## src/rtl/bemf_pkg.sv

```systemverilog
// Shared types for the back-EMF position sampler.
// Assumes three phases named A, B, C and a single shared comparator.
package bemf_pkg;
    // Phase pair routed to the comparator (values are visible on mux_pair_o)
    typedef enum logic [1:0] {
        PAIR_AB = 2'd0,
        PAIR_BC = 2'd1,
        PAIR_CA = 2'd2
    } pair_e;

    // Comparison step inside one measurement
    typedef enum logic [1:0] {
        STEP_BC = 2'd0,
        STEP_BA = 2'd1,
        STEP_AC = 2'd2
    } step_e;

    typedef logic [2:0] pos_code_t;
endpackage

```

## src/rtl/bemf_sync.sv

```systemverilog
// Multi-flop synchronizer for the asynchronous comparator output.
// Assumes STAGES >= 2; output lags the input by STAGES clock edges.
module bemf_sync #(
    parameter int STAGES = 2
) (
    input  logic clk,
    input  logic rst_n,
    input  logic d_i,
    output logic q_o
);
    logic [STAGES-1:0] chain_q;

    genvar g;
    generate
        for (g = 0; g < STAGES; g++) begin : g_stage
            // Shift one flop per stage, first stage takes the raw input
            always_ff @(posedge clk) begin
                if (!rst_n)      chain_q[g] <= 1'b0;
                else if (g == 0) chain_q[g] <= d_i;
                else             chain_q[g] <= chain_q[(g == 0) ? 0 : g-1];
            end
        end
    endgenerate

    assign q_o = chain_q[STAGES-1];
endmodule

```

## src/rtl/bemf_tree.sv

```systemverilog
// Decision-tree sequencer: runs one measurement of two or three comparisons.
// Each mux setting is held SETTLE cycles; the synchronized comparator is
// read on the last of them. done_o/code_o are combinational in that cycle so
// a repeat can begin on the same edge when again_i is high.
// Assumes SETTLE exceeds the synchronizer depth.
module bemf_tree
    import bemf_pkg::*;
#(
    parameter int SETTLE = 3
) (
    input  logic      clk,
    input  logic      rst_n,
    input  logic      start_i,
    input  logic      again_i,
    input  logic      cmp_s_i,
    output pair_e     pair_o,
    output logic      pol_o,
    output logic      active_o,
    output logic      done_o,
    output pos_code_t code_o
);
    localparam int CNT_W = $clog2(SETTLE + 1);
    localparam logic [CNT_W-1:0] CNT_LAST = CNT_W'(SETTLE - 1);

    step_e            step_q;
    logic             b_over_c_q;
    logic [CNT_W-1:0] cnt_q;
    logic             last_w;

    assign last_w = active_o && (cnt_q == CNT_LAST);

    // Decode the finishing step into a sector code
    always_comb begin
        done_o = 1'b0;
        code_o = 3'd0;
        if (last_w) begin
            case (step_q)
                STEP_BA: begin
                    if (b_over_c_q && !cmp_s_i) begin
                        done_o = 1'b1;
                        code_o = 3'd2;
                    end else if (!b_over_c_q && cmp_s_i) begin
                        done_o = 1'b1;
                        code_o = 3'd5;
                    end
                end
                STEP_AC: begin
                    done_o = 1'b1;
                    if (b_over_c_q) code_o = cmp_s_i ? 3'd3 : 3'd4;
                    else            code_o = cmp_s_i ? 3'd1 : 3'd6;
                end
                default: ;
            endcase
        end
    end

    // Step through the mux schedule and hold each setting for SETTLE cycles
    always_ff @(posedge clk) begin
        if (!rst_n) begin
            active_o   <= 1'b0;
            step_q     <= STEP_BC;
            b_over_c_q <= 1'b0;
            cnt_q      <= '0;
            pair_o     <= PAIR_CA;
            pol_o      <= 1'b0;
        end else if (!active_o) begin
            if (start_i) begin
                active_o <= 1'b1;
                step_q   <= STEP_BC;
                cnt_q    <= '0;
                pair_o   <= PAIR_BC;
                pol_o    <= 1'b0;
            end
        end else if (!last_w) begin
            cnt_q <= cnt_q + 1'b1;
        end else if (done_o) begin
            if (again_i) begin
                step_q <= STEP_BC;
                cnt_q  <= '0;
                pair_o <= PAIR_BC;
                pol_o  <= 1'b0;
            end else begin
                active_o <= 1'b0;
            end
        end else if (step_q == STEP_BC) begin
            b_over_c_q <= cmp_s_i;
            step_q     <= STEP_BA;
            cnt_q      <= '0;
            pair_o     <= PAIR_AB;
            pol_o      <= 1'b1;
        end else begin
            step_q <= STEP_AC;
            cnt_q  <= '0;
            pair_o <= PAIR_CA;
            pol_o  <= 1'b1;
        end
    end
endmodule

```

## src/rtl/bemf_agree.sv

```systemverilog
// Agreement filter: accepts a code when two consecutive measurements match.
// On a mismatch the newest code becomes the reference and again_o asks the
// sequencer to measure once more. clear_i drops the reference at a new start.
module bemf_agree
    import bemf_pkg::*;
(
    input  logic      clk,
    input  logic      rst_n,
    input  logic      clear_i,
    input  logic      done_i,
    input  pos_code_t code_i,
    output logic      again_o,
    output pos_code_t pos_o,
    output logic      valid_o
);
    logic      have_ref_q;
    pos_code_t ref_q;
    logic      match_w;

    assign match_w = have_ref_q && (ref_q == code_i);
    assign again_o = done_i && !match_w;

    // Track the reference code and publish matched results
    always_ff @(posedge clk) begin
        if (!rst_n) begin
            have_ref_q <= 1'b0;
            ref_q      <= 3'd0;
            pos_o      <= 3'd0;
            valid_o    <= 1'b0;
        end else begin
            valid_o <= 1'b0;
            if (clear_i) begin
                have_ref_q <= 1'b0;
            end else if (done_i) begin
                if (match_w) begin
                    valid_o    <= 1'b1;
                    pos_o      <= code_i;
                    have_ref_q <= 1'b0;
                end else begin
                    ref_q      <= code_i;
                    have_ref_q <= 1'b1;
                end
            end
        end
    end
endmodule

```

## src/rtl/bemf_sense.sv

```systemverilog
// Back-EMF rotor position sampler top level.
// Steers the comparator mux, synchronizes the comparator, decodes a sector
// code and filters it by repeat-until-agreement. Requests are taken only
// when no sequence is running.
module bemf_sense
    import bemf_pkg::*;
#(
    parameter int SETTLE      = 3,
    parameter int SYNC_STAGES = 2
) (
    input  logic       clk,
    input  logic       rst_n,
    input  logic       req_i,
    input  logic       cmp_i,
    output logic [1:0] mux_pair_o,
    output logic       mux_pol_o,
    output logic [2:0] pos_o,
    output logic       pos_valid_o
);
    logic      cmp_s;
    logic      active;
    logic      start;
    logic      done;
    logic      again;
    pos_code_t code;
    pair_e     pair;

    assign start      = req_i && !active;
    assign mux_pair_o = pair;

    bemf_sync #(.STAGES(SYNC_STAGES)) u_sync (
        .clk   (clk),
        .rst_n (rst_n),
        .d_i   (cmp_i),
        .q_o   (cmp_s)
    );

    bemf_tree #(.SETTLE(SETTLE)) u_tree (
        .clk      (clk),
        .rst_n    (rst_n),
        .start_i  (start),
        .again_i  (again),
        .cmp_s_i  (cmp_s),
        .pair_o   (pair),
        .pol_o    (mux_pol_o),
        .active_o (active),
        .done_o   (done),
        .code_o   (code)
    );

    bemf_agree u_agree (
        .clk     (clk),
        .rst_n   (rst_n),
        .clear_i (start),
        .done_i  (done),
        .code_i  (code),
        .again_o (again),
        .pos_o   (pos_o),
        .valid_o (pos_valid_o)
    );
endmodule

```

## config.mk

```make
export PLATFORM = sky130hd
export DESIGN_NAME = bemf_sense
export DESIGN_NICKNAME = d
export VERILOG_FILES = /design/src/rtl/bemf_pkg.sv /design/src/rtl/bemf_sync.sv /design/src/rtl/bemf_tree.sv /design/src/rtl/bemf_agree.sv /design/src/rtl/bemf_sense.sv
export SDC_FILE = /design/constraint.sdc
export NUM_CORES = 1
export LEC_CHECK = 0
export ABC_AREA = 1
export CAP_MARGIN = 20
export CORE_MARGIN = 1.5
export CORE_UTILIZATION = 61
export CTS_BUF_LIST = sky130_fd_sc_hd__clkbuf_4 sky130_fd_sc_hd__clkbuf_8
export DETAILED_ROUTE_END_ITERATION = 7
export PLACE_DENSITY = 0.83
export SLEW_MARGIN = 20
export SYNTH_ARGS = -nofsm -noshare
export SYNTH_HDL_FRONTEND = slang
export SYNTH_SLANG_ARGS = --single-unit
```

## constraint.sdc

```tcl
create_clock -name clk -period 3.6 [get_ports clk]
set_input_delay 0.9 -clock clk [delete_from_list [all_inputs] [get_ports clk]]
set_output_delay 0.9 -clock clk [all_outputs]
set_load 0.02 [all_outputs]
```

==> impl_metrics.env, run 1 <==
export IMPL_drc=0
export IMPL_path_cells="clkdlybuf4s50_1"
export IMPL_final_cell_mix="nand2_1 (27), inv_1 (24), dfxtp_1 (19)"
export IMPL_ir_drop_uv=211.8
export IMPL_design_area_um2=1150
export IMPL_die_w_um=43.76
export IMPL_cts_tree="built"
export IMPL_antenna_found_initial=0
export IMPL_grt_max_degree=12
export IMPL_critical_path_buf_inv_count=1
export IMPL_dr_total_vias=823
export IMPL_start_util=0.6650
export IMPL_path_max_fanout=2
export IMPL_insertion_delay_ps=300
export IMPL_hold_path_class="flip-flop to flip-flop"
export IMPL_crit_arrival_ps=1250
export IMPL_ant_nets=0
export IMPL_dieHeight_um=43.76
export IMPL_h_tree_depth=1
export IMPL_die_area_um2=1915
export IMPL_cts_root_buf="clkbuf_4"
export IMPL_overflow=0
export IMPL_hold_viol=0
export IMPL_synthCells=134
export IMPL_cts_resized=0
export IMPL_vias_per_cell=5.049
export IMPL_synth_seq_cells=19
export IMPL_postCtsSetupRepairBufs=0
export IMPL_dr_pass1_iters=5
export IMPL_cts_sinks=19
export IMPL_core_area_um2=1524
export IMPL_cts_hold_buf=0
export IMPL_cpLargestDelayFamily="buffers and inverters"
export IMPL_synthDistinctLibCells=20
export IMPL_setup_worst_path_end_class="primary output"
export IMPL_r2r_setup_slack_ps=1670
export IMPL_rsz0062_at_grt="no"
export IMPL_antenna_cells=0
export IMPL_tightest_slew_ps=316.4
export IMPL_synth_area_leaders="dfxtp_1 (38%), nand2_1 (10%), inv_1 (8.9%)"
export IMPL_wirelength_um=1725
export IMPL_synth_top_area_share=0.3753
export IMPL_crit_required_ps=2700
export IMPL_start_kind="flip-flop"
export IMPL_worstRegToRegCells=12
export IMPL_rr_endpoint="u_tree.cnt_q[0]"
export IMPL_fillers=127
export IMPL_clk_path_buf_depth=2
export IMPL_drv_cap=0
export IMPL_grt_pass1_wl_um=2891
export IMPL_finalSetupViolCount=0
export IMPL_cpPeakStageDelay_ps=600
export IMPL_leakagePower_nw=0.5030
export IMPL_clk_pin_slew_ps=110
export IMPL_syn_area_per_cell_um2=7.563
export IMPL_multi_input_area_um2=528.0
export IMPL_synthToLayoutAreaGrowth_pct=13.46
export IMPL_rows=14
export IMPL_hold_depth=2
export IMPL_place_congestion=0.8225
export IMPL_fmax_mhz=464.6
export IMPL_slew_viol_final=0
export IMPL_grt_pass1_vias=737
export IMPL_drive_gt1_frac=0.1497
export IMPL_tns_ps=0
export IMPL_synth_fp_nets=144
export IMPL_wl_per_cell_um=10.58
export IMPL_drt_iter0_drc=17
export IMPL_fin_nets=158
export IMPL_p_per_area_nw_per_um2=317.5
export IMPL_layout_min_cycle_time_ps=2152
export IMPL_synth_top_area_cell="dfxtp_1"
export IMPL_register_area_um2=380.4
export IMPL_io_pins=11
export IMPL_yosys_warnings=0
export IMPL_fin_crit_sh=0.5978
export IMPL_place_hpwl_um=1386
export IMPL_fin_skew_ps=2.241
export IMPL_grtUsageTotal=0.2039
export IMPL_critPathKind="flip-flop to primary output"
export IMPL_reg2reg_from="u_tree.step_q[0]"
export IMPL_status="complete, no violations"
export IMPL_cp_slowest_cell="clkdlybuf4s50_1"
export IMPL_postPlaceCellArea_um2=1122
export IMPL_hold_end="u_sync.q_o"
export IMPL_final_common_cell="nand2_1"
export IMPL_io_buffers=10
export IMPL_seq_area_frac_synth=0.3753
export IMPL_hold_start="u_sync.chain_q[0]"
export IMPL_cts_inserted_buffers=3
export IMPL_synth_area_um2=1013
export IMPL_worst_slew_margin_rel=0.7884
## power by group
group | leakage (nW) | switching (mW) | internal, mW
Combinational | 0.331 | 0.0198 | 0.0150
Clock | 0.0177 | 0.0672 | 0.0414
Sequential | 0.155 | 0.00559 | 0.216
Total | 0.503 | 0.0926 | 0.273
## kinds of logic after synthesis
| family | after synthesis | synth area share |
|---|---|---|
| compound gates | 17 | 0.08765 |
| fa+ha+maj | 6 | 0.07407 |
| buf+inv | 26 | 0.1037 |
| flops | 19 | 0.3753 |
| simple gates | 66 | 0.3593 |
## metrics by stage
step,util,setup WS [ps],hold slack (ps),power [mW],std cells
2_1_floorplan,-,1896,390.5,0.2499,134
3_3_place_gp,0.7365,1402,407.7,0.2600,159
3_5_place_dp,0.7365,1345,415.1,0.2613,159
4_1_cts,0.7545,1437,444.6,0.3672,163
5_1_grt,0.7545,1400,473.7,0.3783,163
6_report,0.7545,1448,436.9,0.3651,163
## synthesized netlist by cell type
master	n
nor2_4	3
o2111ai_1	1
nor2_2	1
nand2_4	1
buf_6	1
ha_1	6
dfxtp_1	19
nand3_2	3
nor2_1	13
nand3_4	1
a21oi_1	11
or2_2	2
clkinv_1	1
inv_1	24
nand3_1	4
nand2_1	27
nand4_1	4
nor2_8	1
o21ai_0	5
nand2_2	6
## per-layer routing
metal / vias to the layer above / wire length (um) / share of wire / GRT usage
li1: 441 / - / - / -
met1: 364 / 774 / 0.45 / 0.2351
met3: 5 / 46 / 0.027 / 0.02500
met4: 0 / 34 / 0.020 / 0.09091
met5: - / 0 / 0 / 0
met2: 13 / 870 / 0.50 / 0.3706
## worst max-delay path by stage
stage	cells after the start	slack (ps)	to	startpoint
6_report	1	1450	mux_pol_o	u_tree.pol_o
5_1_grt	1	1400	pos_o[1]	u_agree.pos_o[1]
4_1_cts	1	1440	pos_valid_o	u_agree.valid_o
3_5_place_dp	5	1350	u_tree.cnt_q[1]	rst_n
3_3_place_gp	5	1400	u_tree.cnt_q[1]	rst_n
2_1_floorplan	13	1900	u_agree.ref_q[0]	u_tree.step_q[0]
## registers in the layout (all words and copies together), names as in the netlist
name / flops
u_agree.have_ref_q: 1
u_agree.pos_o: 3
u_agree.ref_q: 3
u_agree.valid_o: 1
u_sync.chain_q: 1
u_sync.q_o: 1
u_tree.active_o: 1
u_tree.b_over_c_q: 1
u_tree.cnt_q: 2
u_tree.pair_o: 2
u_tree.pol_o: 1
u_tree.step_q: 2
## area by class of cell
class / instances / share of cell area
clock buffer: 3 / 0.01959
clock inverter: 1 / 0.004353
inverter: 25 / 0.08161
multi-input combinational: 89 / 0.4592
sequential: 19 / 0.3308
tap: 16 / 0.01741
timing repair buffer: 10 / 0.08705
Power figures use the tool's default switching activity.
==> run 2: changes to the inputs <==
CORE_UTILIZATION = 57   (was 61)
PLACE_DENSITY = 0.78   (was 0.83)
clock period = 2.2 ns   (was 3.6 ns; I/O delays follow)
==> run 2 against run 1 <==
  * Count of clock-buffer cells in the layout grew 1
  * Critical path depth grew 11
  * Non-clock buffer count grew 1
  * Sequential cell count is the same
  * Clock power grew 72%
  * Worst setup slack lost 1200 ps
  * Final cell count grew 1.2%
  * Core utilization shrank 6.7 points
  * First-iteration DRC count shrank 41%
  * Via count grew 2.8%
==> impl_metrics.env, run 2 (synthesis gave the netlist of run 1 again) <==
export IMPL_tns_ps=0
export IMPL_postCtsSetupRepairBufs=0
export IMPL_dieHeight_um=45.17
export IMPL_clk_path_buf_depth=2
export IMPL_place_hpwl_um=1430
export IMPL_final_cell_mix="nand2_1 (27), inv_1 (24), dfxtp_1 (19)"
export IMPL_h_tree_depth=1
export IMPL_drt_iter0_drc=10
export IMPL_antenna_cells=0
export IMPL_wl_per_cell_um=10.88
export IMPL_clk_pin_slew_ps=110
export IMPL_cts_inserted_buffers=3
export IMPL_critical_path_buf_inv_count=2
export IMPL_leakagePower_nw=0.5085
export IMPL_ant_nets=0
export IMPL_die_w_um=45.17
export IMPL_setup_worst_path_end_class="flip-flop"
export IMPL_reg2reg_from="u_tree.step_q[0]"
export IMPL_r2r_setup_slack_ps=260
export IMPL_cpLargestDelayFamily="simple AND/OR/NAND/NOR gates"
export IMPL_cpPeakStageDelay_ps=390
export IMPL_wl_met2_um=892
export IMPL_crit_arrival_ps=2160
export IMPL_crit_end="u_tree.step_q[1]"
export IMPL_dp_cells=161
export IMPL_wirelength_um=1795
export IMPL_antenna_found_initial=0
export IMPL_vias_per_cell=5.127
export IMPL_power_total_mw=0.6089
export IMPL_wl_met3_um=42
export IMPL_slew_viol_final=0
export IMPL_final_common_cell="nand2_1"
export IMPL_overflow=0
export IMPL_hold_path_class="flip-flop to flip-flop"
export IMPL_fin_cells=165
export IMPL_rsz0062_at_grt="no"
export IMPL_io_buffers=10
export IMPL_die_area_um2=2040
export IMPL_rows=15
export IMPL_drv_cap=0
export IMPL_status="complete, no violations"
export IMPL_crit_required_ps=2420
export IMPL_dr_total_vias=846
export IMPL_grt_pass1_wl_um=2980
export IMPL_startpoint="u_tree.step_q[0]"
export IMPL_drive_gt1_frac=0.1554
export IMPL_wl_met1_um=847
export IMPL_cts_hold_buf=0
export IMPL_start_kind="flip-flop"
export IMPL_place_congestion=0.7682
export IMPL_cp_slowest_cell="dfxtp_1"
export IMPL_maxUsedRoutingLayer="met4"
export IMPL_start_util=0.6000
export IMPL_p_per_area_nw_per_um2=524.4
export IMPL_io_pins=11
export IMPL_tightest_slew_ps=306.7
export IMPL_fin_nets=159
export IMPL_cts_resized=0
export IMPL_drc=0
export IMPL_hold_viol=0
export IMPL_synthToLayoutAreaGrowth_pct=14.57
export IMPL_cts_tree="built"
export IMPL_ir_drop_uv=387.3
export IMPL_layout_min_cycle_time_ps=1940
export IMPL_cp_common_cell="nand2_1"
export IMPL_finalSetupViolCount=0
export IMPL_fmax_mhz=515.3
export IMPL_fin_skew_ps=12.02
export IMPL_path_max_fanout=8
export IMPL_grt_pass1_vias=755
export IMPL_top_regs="u_agree.pos_o: 3 flops, u_agree.ref_q: 3 flops"
export IMPL_worstRegToRegCells=12
export IMPL_path_cells="inv_1 > ha_1 > inv_1 > nor2_2 > nand2_1 > nand2_1 > nand2_2 > nor2_8 > nand3_4 > nand2_4 > nand2_1 > a21oi_1"
export IMPL_core_area_um2=1689
export IMPL_fin_crit_sh=0.8820
export IMPL_insertion_delay_ps=300
export IMPL_cp_depth=12
export IMPL_grtUsageTotal=0.1967
export IMPL_grt_max_degree=11
export IMPL_cts_sinks=19
export IMPL_critPathKind="flip-flop to flip-flop"
export IMPL_cts_root_buf="clkbuf_4"
export IMPL_rr_endpoint="u_tree.step_q[1]"
export IMPL_dr_pass1_iters=4
export IMPL_worst_slew_margin_rel=0.7955
-- run 2: power breakdown --
| part | leakage [nW] | total [mW] | switching (mW) | internal (mW) |
|---|---|---|---|---|
| sequential | 0.155 | 0.362 | 0.00870 | 0.354 |
| clock | 0.0184 | 0.188 | 0.105 | 0.0829 |
| combinational | 0.335 | 0.0589 | 0.0331 | 0.0258 |
| total | 0.508 | 0.609 | 0.146 | 0.462 |
-- run 2: per-layer routing --
| metal | global-route usage | vias to the layer above |
|---|---|---|
| met3 | 0.02400 | 2 |
| met1 | 0.2420 | 390 |
| met4 | 0.07059 | 0 |
| li1 | - | 443 |
| met5 | 0 | - |
| met2 | 0.3486 | 11 |
-- run 2: through the flow --
stage	instance area [um^2]	utilization	worst slack [ps]	hold slack (ps)
6_report	1161	0.6874	259.5	421.2
5_1_grt	1161	0.6874	41.25	466.1
4_1_cts	1161	0.6874	251.1	424.8
3_5_place_dp	1131	0.6696	283.4	402.8
3_3_place_gp	1131	0.6696	390.2	398.1
2_1_floorplan	1013	-	495.9	390.5
-- run 2: worst min path at each step --
stage / startpoint / end / slack [ps] / depth (start not counted)
6_report: u_sync.chain_q[0] / u_sync.q_o / 420 / 2
5_1_grt: u_sync.chain_q[0] / u_sync.q_o / 470 / 2
4_1_cts: u_sync.chain_q[0] / u_sync.q_o / 420 / 2
3_5_place_dp: u_sync.chain_q[0] / u_sync.q_o / 400 / 2
3_3_place_gp: u_sync.chain_q[0] / u_sync.q_o / 400 / 2
2_1_floorplan: u_sync.chain_q[0] / u_sync.q_o / 390 / 2
-- run 2: cell type report --
class	count	area, um^2
clock buffers	4	30.03
flip-flops and latches	19	380.4
inverters	25	93.84
well taps	17	21.27
fillers	158	528.0
repair buffers	11	107.6
multi-input cells	89	528.0
-- run 2: worst reg2reg max path: stages (launching register included) --
cell and delay (ps):
dfxtp_1 390, inv_1 90, ha_1 370, inv_1 90, nor2_2 150, nand2_1 90, nand2_1 80, nand2_2 80
nor2_8 120, nand3_4 130, nand2_4 110, nand2_1 50, a21oi_1 110
